===== config.mk =====
export PLATFORM = sky130hd
export DESIGN_NAME = boardctl_regbank
export DESIGN_NICKNAME = d
export VERILOG_FILES = /design/src/rtl/boardctl_pkg.sv /design/src/rtl/boardctl_decode.sv /design/src/rtl/boardctl_sysctrl.sv /design/src/rtl/boardctl_testword.sv /design/src/rtl/boardctl_regbank.sv
export SDC_FILE = /design/constraint.sdc
export NUM_CORES = 1
export LEC_CHECK = 0
export ABC_AREA = 1
export BUFFER_PORTS_ARGS = -buffer_cell sky130_fd_sc_hd__buf_2
export CORE_MARGIN = 4
export CORE_UTILIZATION = 50
export CTS_BUF_LIST = sky130_fd_sc_hd__clkbuf_8
export CTS_CLUSTER_DIAMETER = 40
export CTS_CLUSTER_SIZE = 30
export DETAILED_ROUTE_END_ITERATION = 8
export GPL_TIMING_DRIVEN = 0
export HOLD_SLACK_MARGIN = 0.02
export MAX_ROUTING_LAYER = met4
export PLACE_DENSITY_LB_ADDON = 0.3
export SKIP_CTS_REPAIR_TIMING = 1
export SLEW_MARGIN = 10
export SYNTH_ARGS = -nofsm -noshare
export SYNTH_HDL_FRONTEND = slang
export SYNTH_SLANG_ARGS = --single-unit

===== constraint.sdc =====
create_clock -name clk -period 1 [get_ports clk]
set_clock_uncertainty 0.15 [all_clocks]
set_input_delay 0.2 -clock clk [delete_from_list [all_inputs] [get_ports clk]]
set_output_delay 0.2 -clock clk [all_outputs]
set_load 0.05 [all_outputs]

===== src/rtl/boardctl_pkg.sv =====
package boardctl_pkg;

   // one select line per mapped register
   typedef struct packed {
      logic ctrl;
      logic rev;
      logic tst1;
      logic tst2;
   } boardctl_sel_t;

   // control-register field positions
   localparam int unsigned CTL_W       = 8;
   localparam int unsigned WP_BIT      = 4;
   localparam int unsigned RST_LSB     = 5;
   localparam int unsigned RST_MSB     = 7;
   localparam logic [2:0]  RST_CODE    = 3'b101;
   localparam int unsigned LED_MAX     = 4;

endpackage


===== src/rtl/boardctl_decode.sv =====
module boardctl_decode
   import boardctl_pkg::*;
#(
   parameter int unsigned ADDR_W    = 8,
   parameter int unsigned CTRL_OFS  = 0,
   parameter int unsigned REV_OFS   = 1,
   parameter int unsigned TEST1_OFS = 4,
   parameter int unsigned TEST2_OFS = 5
) (
   input  logic [ADDR_W-1:0] addr,
   output boardctl_sel_t     sel
);

   localparam logic [ADDR_W-1:0] A_CTRL = ADDR_W'(CTRL_OFS);
   localparam logic [ADDR_W-1:0] A_REV  = ADDR_W'(REV_OFS);
   localparam logic [ADDR_W-1:0] A_T1   = ADDR_W'(TEST1_OFS);
   localparam logic [ADDR_W-1:0] A_T2   = ADDR_W'(TEST2_OFS);

   // offsets must be distinct and fit the address width
   if ((CTRL_OFS == REV_OFS) || (CTRL_OFS == TEST1_OFS) || (CTRL_OFS == TEST2_OFS) ||
       (REV_OFS == TEST1_OFS) || (REV_OFS == TEST2_OFS) || (TEST1_OFS == TEST2_OFS)) begin : g_bad_ofs
      $error("boardctl_decode: register offsets overlap");
   end
   if ((CTRL_OFS >= (1 << ADDR_W)) || (REV_OFS >= (1 << ADDR_W)) ||
       (TEST1_OFS >= (1 << ADDR_W)) || (TEST2_OFS >= (1 << ADDR_W))) begin : g_bad_aw
      $error("boardctl_decode: offset exceeds address width");
   end

   always_comb begin
      sel      = '0;
      sel.ctrl = (addr == A_CTRL);
      sel.rev  = (addr == A_REV);
      sel.tst1 = (addr == A_T1);
      sel.tst2 = (addr == A_T2);
   end

endmodule


===== src/rtl/boardctl_sysctrl.sv =====
module boardctl_sysctrl
   import boardctl_pkg::*;
#(
   parameter int unsigned LED_COUNT = 3
) (
   input  logic                 clk,
   input  logic                 rst_n,
   input  logic                 we,
   input  logic [CTL_W-1:0]     wdata,
   output logic [CTL_W-1:0]     rb,
   output logic [LED_COUNT-1:0] led_on,
   output logic                 eeprom_wp,
   output logic                 hard_reset_req
);

   if (LED_COUNT < 1 || LED_COUNT > LED_MAX) begin : g_bad_led
      $error("boardctl_sysctrl: LED_COUNT must be 1..4");
   end

   logic [LED_COUNT-1:0] led_q;
   logic                 wp_q;
   logic                 pulse_q;
   logic                 code_hit;

   assign code_hit = (wdata[RST_MSB:RST_LSB] == RST_CODE);

   always_ff @(posedge clk or negedge rst_n) begin
      if (!rst_n) begin
         led_q   <= '0;
         wp_q    <= 1'b1;
         pulse_q <= 1'b0;
      end else begin
         pulse_q <= we && code_hit;
         if (we) begin
            led_q <= wdata[LED_COUNT-1:0];
            wp_q  <= wdata[WP_BIT];
         end
      end
   end

   // one output per LED
   for (genvar i = 0; i < LED_COUNT; i++) begin : g_led
      assign led_on[i] = led_q[i];
   end

   assign eeprom_wp      = wp_q;
   assign hard_reset_req = pulse_q;

   // reset-code field never stored, reads zero
   always_comb begin
      rb                 = '0;
      rb[WP_BIT]         = wp_q;
      rb[LED_COUNT-1:0]  = led_q;
   end

   assert_reset_pulse_R2: assert property (@(posedge clk) disable iff (!rst_n)
      (we && wdata[RST_MSB:RST_LSB] == 3'b101) |=> hard_reset_req);

   assert_pulse_single_R2: assert property (@(posedge clk) disable iff (!rst_n)
      (hard_reset_req && !(we && wdata[RST_MSB:RST_LSB] == 3'b101)) |=> !hard_reset_req);

   assert_no_spurious_R3: assert property (@(posedge clk) disable iff (!rst_n)
      hard_reset_req |-> ($past(we) && $past(wdata[RST_MSB:RST_LSB]) == 3'b101));

   assert_wp_follow_R5: assert property (@(posedge clk) disable iff (!rst_n)
      we |=> (eeprom_wp == $past(wdata[WP_BIT])));

   assert_wp_hold_R5: assert property (@(posedge clk) disable iff (!rst_n)
      !we |=> $stable(eeprom_wp));

endmodule


===== src/rtl/boardctl_testword.sv =====
module boardctl_testword #(
   parameter int unsigned DATA_W = 32
) (
   input  logic              clk,
   input  logic              rst_n,
   input  logic              we,
   input  logic [DATA_W-1:0] wdata,
   output logic [DATA_W-1:0] word_q,
   output logic [DATA_W-1:0] word_inv
);

   always_ff @(posedge clk or negedge rst_n) begin
      if (!rst_n)  word_q <= '0;
      else if (we) word_q <= wdata;
   end

   assign word_inv = ~word_q;

   assert_store_R10: assert property (@(posedge clk) disable iff (!rst_n)
      we |=> (word_q == $past(wdata)));

   assert_hold_R8: assert property (@(posedge clk) disable iff (!rst_n)
      !we |=> $stable(word_q));

endmodule


===== src/rtl/boardctl_regbank.sv =====
module boardctl_regbank
   import boardctl_pkg::*;
#(
   parameter int unsigned ADDR_W    = 8,
   parameter int unsigned DATA_W    = 32,
   parameter int unsigned LED_COUNT = 3,
   parameter logic [7:0]  REV_ID    = 8'h01,
   parameter bit          RD_REG    = 1'b1,
   parameter int unsigned CTRL_OFS  = 0,
   parameter int unsigned REV_OFS   = 1,
   parameter int unsigned TEST1_OFS = 4,
   parameter int unsigned TEST2_OFS = 5
) (
   input  logic                 clk,
   input  logic                 rst_n,
   input  logic [ADDR_W-1:0]    bus_addr,
   input  logic                 bus_wr,
   input  logic                 bus_rd,
   input  logic [DATA_W-1:0]    bus_wdata,
   output logic [DATA_W-1:0]    bus_rdata,
   output logic [LED_COUNT-1:0] led_on,
   output logic                 eeprom_wp,
   output logic                 hard_reset_req
);

   localparam int unsigned PAD_W = DATA_W - CTL_W;

   if (DATA_W < CTL_W) begin : g_bad_dw
      $error("boardctl_regbank: DATA_W must be at least 8");
   end

   boardctl_sel_t     sel;
   logic [CTL_W-1:0]  ctrl_rb;
   logic [DATA_W-1:0] tw_q;
   logic [DATA_W-1:0] tw_inv;
   logic [DATA_W-1:0] rd_mux;

   boardctl_decode #(
      .ADDR_W    (ADDR_W),
      .CTRL_OFS  (CTRL_OFS),
      .REV_OFS   (REV_OFS),
      .TEST1_OFS (TEST1_OFS),
      .TEST2_OFS (TEST2_OFS)
   ) i_decode (
      .addr (bus_addr),
      .sel  (sel)
   );

   boardctl_sysctrl #(
      .LED_COUNT (LED_COUNT)
   ) i_sysctrl (
      .clk            (clk),
      .rst_n          (rst_n),
      .we             (bus_wr && sel.ctrl),
      .wdata          (bus_wdata[CTL_W-1:0]),
      .rb             (ctrl_rb),
      .led_on         (led_on),
      .eeprom_wp      (eeprom_wp),
      .hard_reset_req (hard_reset_req)
   );

   boardctl_testword #(
      .DATA_W (DATA_W)
   ) i_testword (
      .clk      (clk),
      .rst_n    (rst_n),
      .we       (bus_wr && (sel.tst1 || sel.tst2)),
      .wdata    (bus_wdata),
      .word_q   (tw_q),
      .word_inv (tw_inv)
   );

   always_comb begin
      rd_mux = '0;
      if (sel.ctrl)      rd_mux = {{PAD_W{1'b0}}, ctrl_rb};
      else if (sel.rev)  rd_mux = {{PAD_W{1'b0}}, REV_ID};
      else if (sel.tst1) rd_mux = tw_q;
      else if (sel.tst2) rd_mux = tw_inv;
   end

   if (RD_REG) begin : g_rd_reg
      logic [DATA_W-1:0] rdata_q;
      always_ff @(posedge clk or negedge rst_n) begin
         if (!rst_n)      rdata_q <= '0;
         else if (bus_rd) rdata_q <= rd_mux;
      end
      assign bus_rdata = rdata_q;

      assert_inverse_read_R9: assert property (@(posedge clk) disable iff (!rst_n)
         (bus_rd && bus_addr == ADDR_W'(TEST2_OFS)) |=> (bus_rdata == ~$past(tw_q)));

      assert_rev_const_R7: assert property (@(posedge clk) disable iff (!rst_n)
         (bus_rd && bus_addr == ADDR_W'(REV_OFS)) |=> (bus_rdata == {{PAD_W{1'b0}}, REV_ID}));

      assert_rst_field_zero_R4: assert property (@(posedge clk) disable iff (!rst_n)
         (bus_rd && bus_addr == ADDR_W'(CTRL_OFS)) |=> (bus_rdata[7:5] == 3'b000));
   end else begin : g_rd_comb
      assign bus_rdata = bus_rd ? rd_mux : '0;
   end

   assert_sel_onehot_R11: assert property (@(posedge clk) disable iff (!rst_n)
      $onehot0({sel.ctrl, sel.rev, sel.tst1, sel.tst2}));

endmodule


==> results.tsv <==
metric	value	unit
nets	637	
post-synthesis register bit count	69	
die height	88.3	um
Final Total Pwr	7.64	mW
Clock Sink Count	69	
GRT Total Usage	22.0	%
# fillers	158	
Leak Pwr	3.02	nW
drt initial violations	566	
total core area	0.00610	mm2
first-pass GRT wire length	12800	um
Critical Path End Type	output pin	
die area	0.00779	mm2
Initial Util	52.8	%
vias in the first global route	2849	
final WL	15500	um
Syn-to-layout area delta	80.1	%
CP max stage delay	0.57	ns
post-DR vias/cell	6.18	
Startpoint Class	flop	
# setup viols final	104	
Routability Congestion	0.817	
Crit path max-delay family	flip-flops	
pwr dens	1320	mW/mm2
antenna-violating nets left	0	
Setup TNS	-27.96	ns
CTS tree	yes	
drt drc	0	
clock root cell	clkbuf_8	
max-cap violations	0	
Clk pin slew, worst setup/hold paths	0.08	ns
Setup WS post-layout	-0.414	ns
worst min-delay path category	input pin to asynchronous set/reset pin	
Detailed Place HPWL	5640	um
post-synth design cell area	0.00322	mm2
fin. max-slew vios	0	
largest net degree at the start of global routing	47	
Slew headroom	48.1	%
initial antenna violation count	0	
yosys synthesis warning count	0	
Final Hold Fails	68	
Worst Tran Pin Value	0.778	ns
Seq/Total Area, Yosys	53.7	%
IO Port Bufs	79	
met2 GRT Util	34.0	%
crit path cell chain	buf_8	
Synth cell types	20	
CP Data Arrival Time	1.06	ns
worst r2r src	i_testword.word_q[4]$_DFFE_PN0P_	
final non-filler cell total	673	
gr busiest metal	met2	
Max Fclk	707	MHz
post-layout min period	1.41	ns
Core Util, Final	95.1	%
run status	complete, but fails checks	
crit path from	i_sysctrl.eeprom_wp$_DFFE_PN1P_	
Buf/Inv on CP	1	
met3 Track Usage GR	3.82	%
failing checks	negative hold slack, negative setup slack	
RSZ-0062 raised after global routing	yes	
# IOs	81	
fin crit share	141	%
syn_nets	461	
Worst path slowest cell	dfstp_2	
Inserted Diodes	0	
Hold WS	-0.401	ns
GR Util met1	28.8	%
Inst Count DP	572	
Row Count	28	
commonest cells after routing, fill and taps aside	nand2_1 (111), dfrtp_1 (67), buf_6 (53)	
Num CTS Buffers	9	
clk_lat worst skew	0.35	ns
total grt overflow	0	
drt wl/cell	23.0	um
via count	4156	
peak supply drop	1.78	mV
layout cells sized above 1	48.7	%
Die W	88.3	um
commonest non-fill, non-tap cell in the layout	nand2_1	
H-tree levels	3	
Mapped Cells	417	
mean post-synth cell area	7.72	um2
crit-path max FO	3	
drt pass-1 iters	6	
CTS Buffer Depth	2	
Worst EP required	0.65	ns
worst setup path class	flop to output pin	
-- logic make-up after synthesis --
group                  after synthesis  synth area share [%]
AOI/OAI and AO/OA                   20                  3.11
buffers and inverters               63                  8.59
DFF                                 69                  53.7
and+or+nand+nor                    265                  34.7
-- final timing paths --
check / endpoint / slack, ns / cells past startpoint
setup / recovery: eeprom_wp / -0.41 / 1
hold / removal: bus_rdata[31]$_DFFE_PN0P_ / -0.40 / 1
setup reg to reg: bus_rdata[4]$_DFFE_PN0P_ / -0.19 / 5
hold reg to reg: bus_rdata[11]$_DFFE_PN0P_ / 0.38 / 2
max in group asynchronous: i_sysctrl.eeprom_wp$_DFFE_PN1P_ / 0.48 / 2
min in group clk: bus_rdata[1]$_DFFE_PN0P_ / 0.11 / 3
-- sequential cells by signal, indices dropped and copies added, names as in the netlist --
signal and flops:
bus_rdata 32, i_sysctrl.eeprom_wp 1, i_sysctrl.hard_reset_req 1, i_sysctrl.led_on 3
i_testword.word_q 32
-- per-stage QoR --
| step | hold slack [ns] | setup slack [ns] | area [um2] |
|---|---|---|---|
| 4_1_cts | -0.396 | -0.497 | 3960 |
| 2_1_floorplan | -0.246 | -0.336 | 3250 |
| 3_3_place_gp | 0.248 | -0.860 | 3740 |
| 3_5_place_dp | -0.0252 | -0.697 | 3770 |
| 6_report | -0.401 | -0.414 | 5800 |
| 5_1_grt | -0.402 | -0.440 | 5800 |
-- final cells by class --
| class | instances | area, um2 | share of cell area, % |
|---|---|---|---|
| Inverter | 41 | 159 | 2.74 |
| Tap cell | 75 | 93.8 | 1.62 |
| Buffer | 22 | 206 | 3.56 |
| Clock inverter | 6 | 53.8 | 0.928 |
| Multi-Input combinational cell | 286 | 1830 | 31.5 |
| Timing Repair Buffer | 164 | 1590 | 27.5 |
| Clock buffer | 10 | 138 | 2.37 |
| Sequential cell | 69 | 1730 | 29.8 |
-- per-layer routing --
layer / vias up / part of all wire, %
met1: 1980 / 35
met5: - / 0
met3: 124 / 11
met4: 0 / 6.8
li1: 1648 / -
met2: 404 / 48
-- cell usage after synthesis, drive strengths merged --
master  number  area [um2]
nand2      190         736
dfrtp       68        1700
nand3       61         305
inv         41         154
buf         13        88.8
o21ai       13        65.1
nor2        11        56.3
clkbuf       9        33.8
a21oi        7        35.0
dfstp        1        26.3
nand4        1        6.26
nor4         1        6.26
or2          1        6.26
-- power breakdown --
part           total, mW  leakage, nW  switching, mW  internal, mW
Sequential          3.31        0.935          0.280          3.03
Combinational       2.01         1.98           1.20         0.804
Clock               2.32        0.107           1.13          1.20
Total               7.64         3.02           2.61          5.03
-- worst reg2reg max path, delay by kind of cell, from the launching register on --
| kind | cells | cell delay, ns |
|---|---|---|
| buf+inv | 1 | 0.12 |
| compound gates | 1 | 0.14 |
| simple gates | 3 | 0.28 |
| flops | 1 | 0.43 |
No activity file was read; power rests on OpenSTA's default activity.
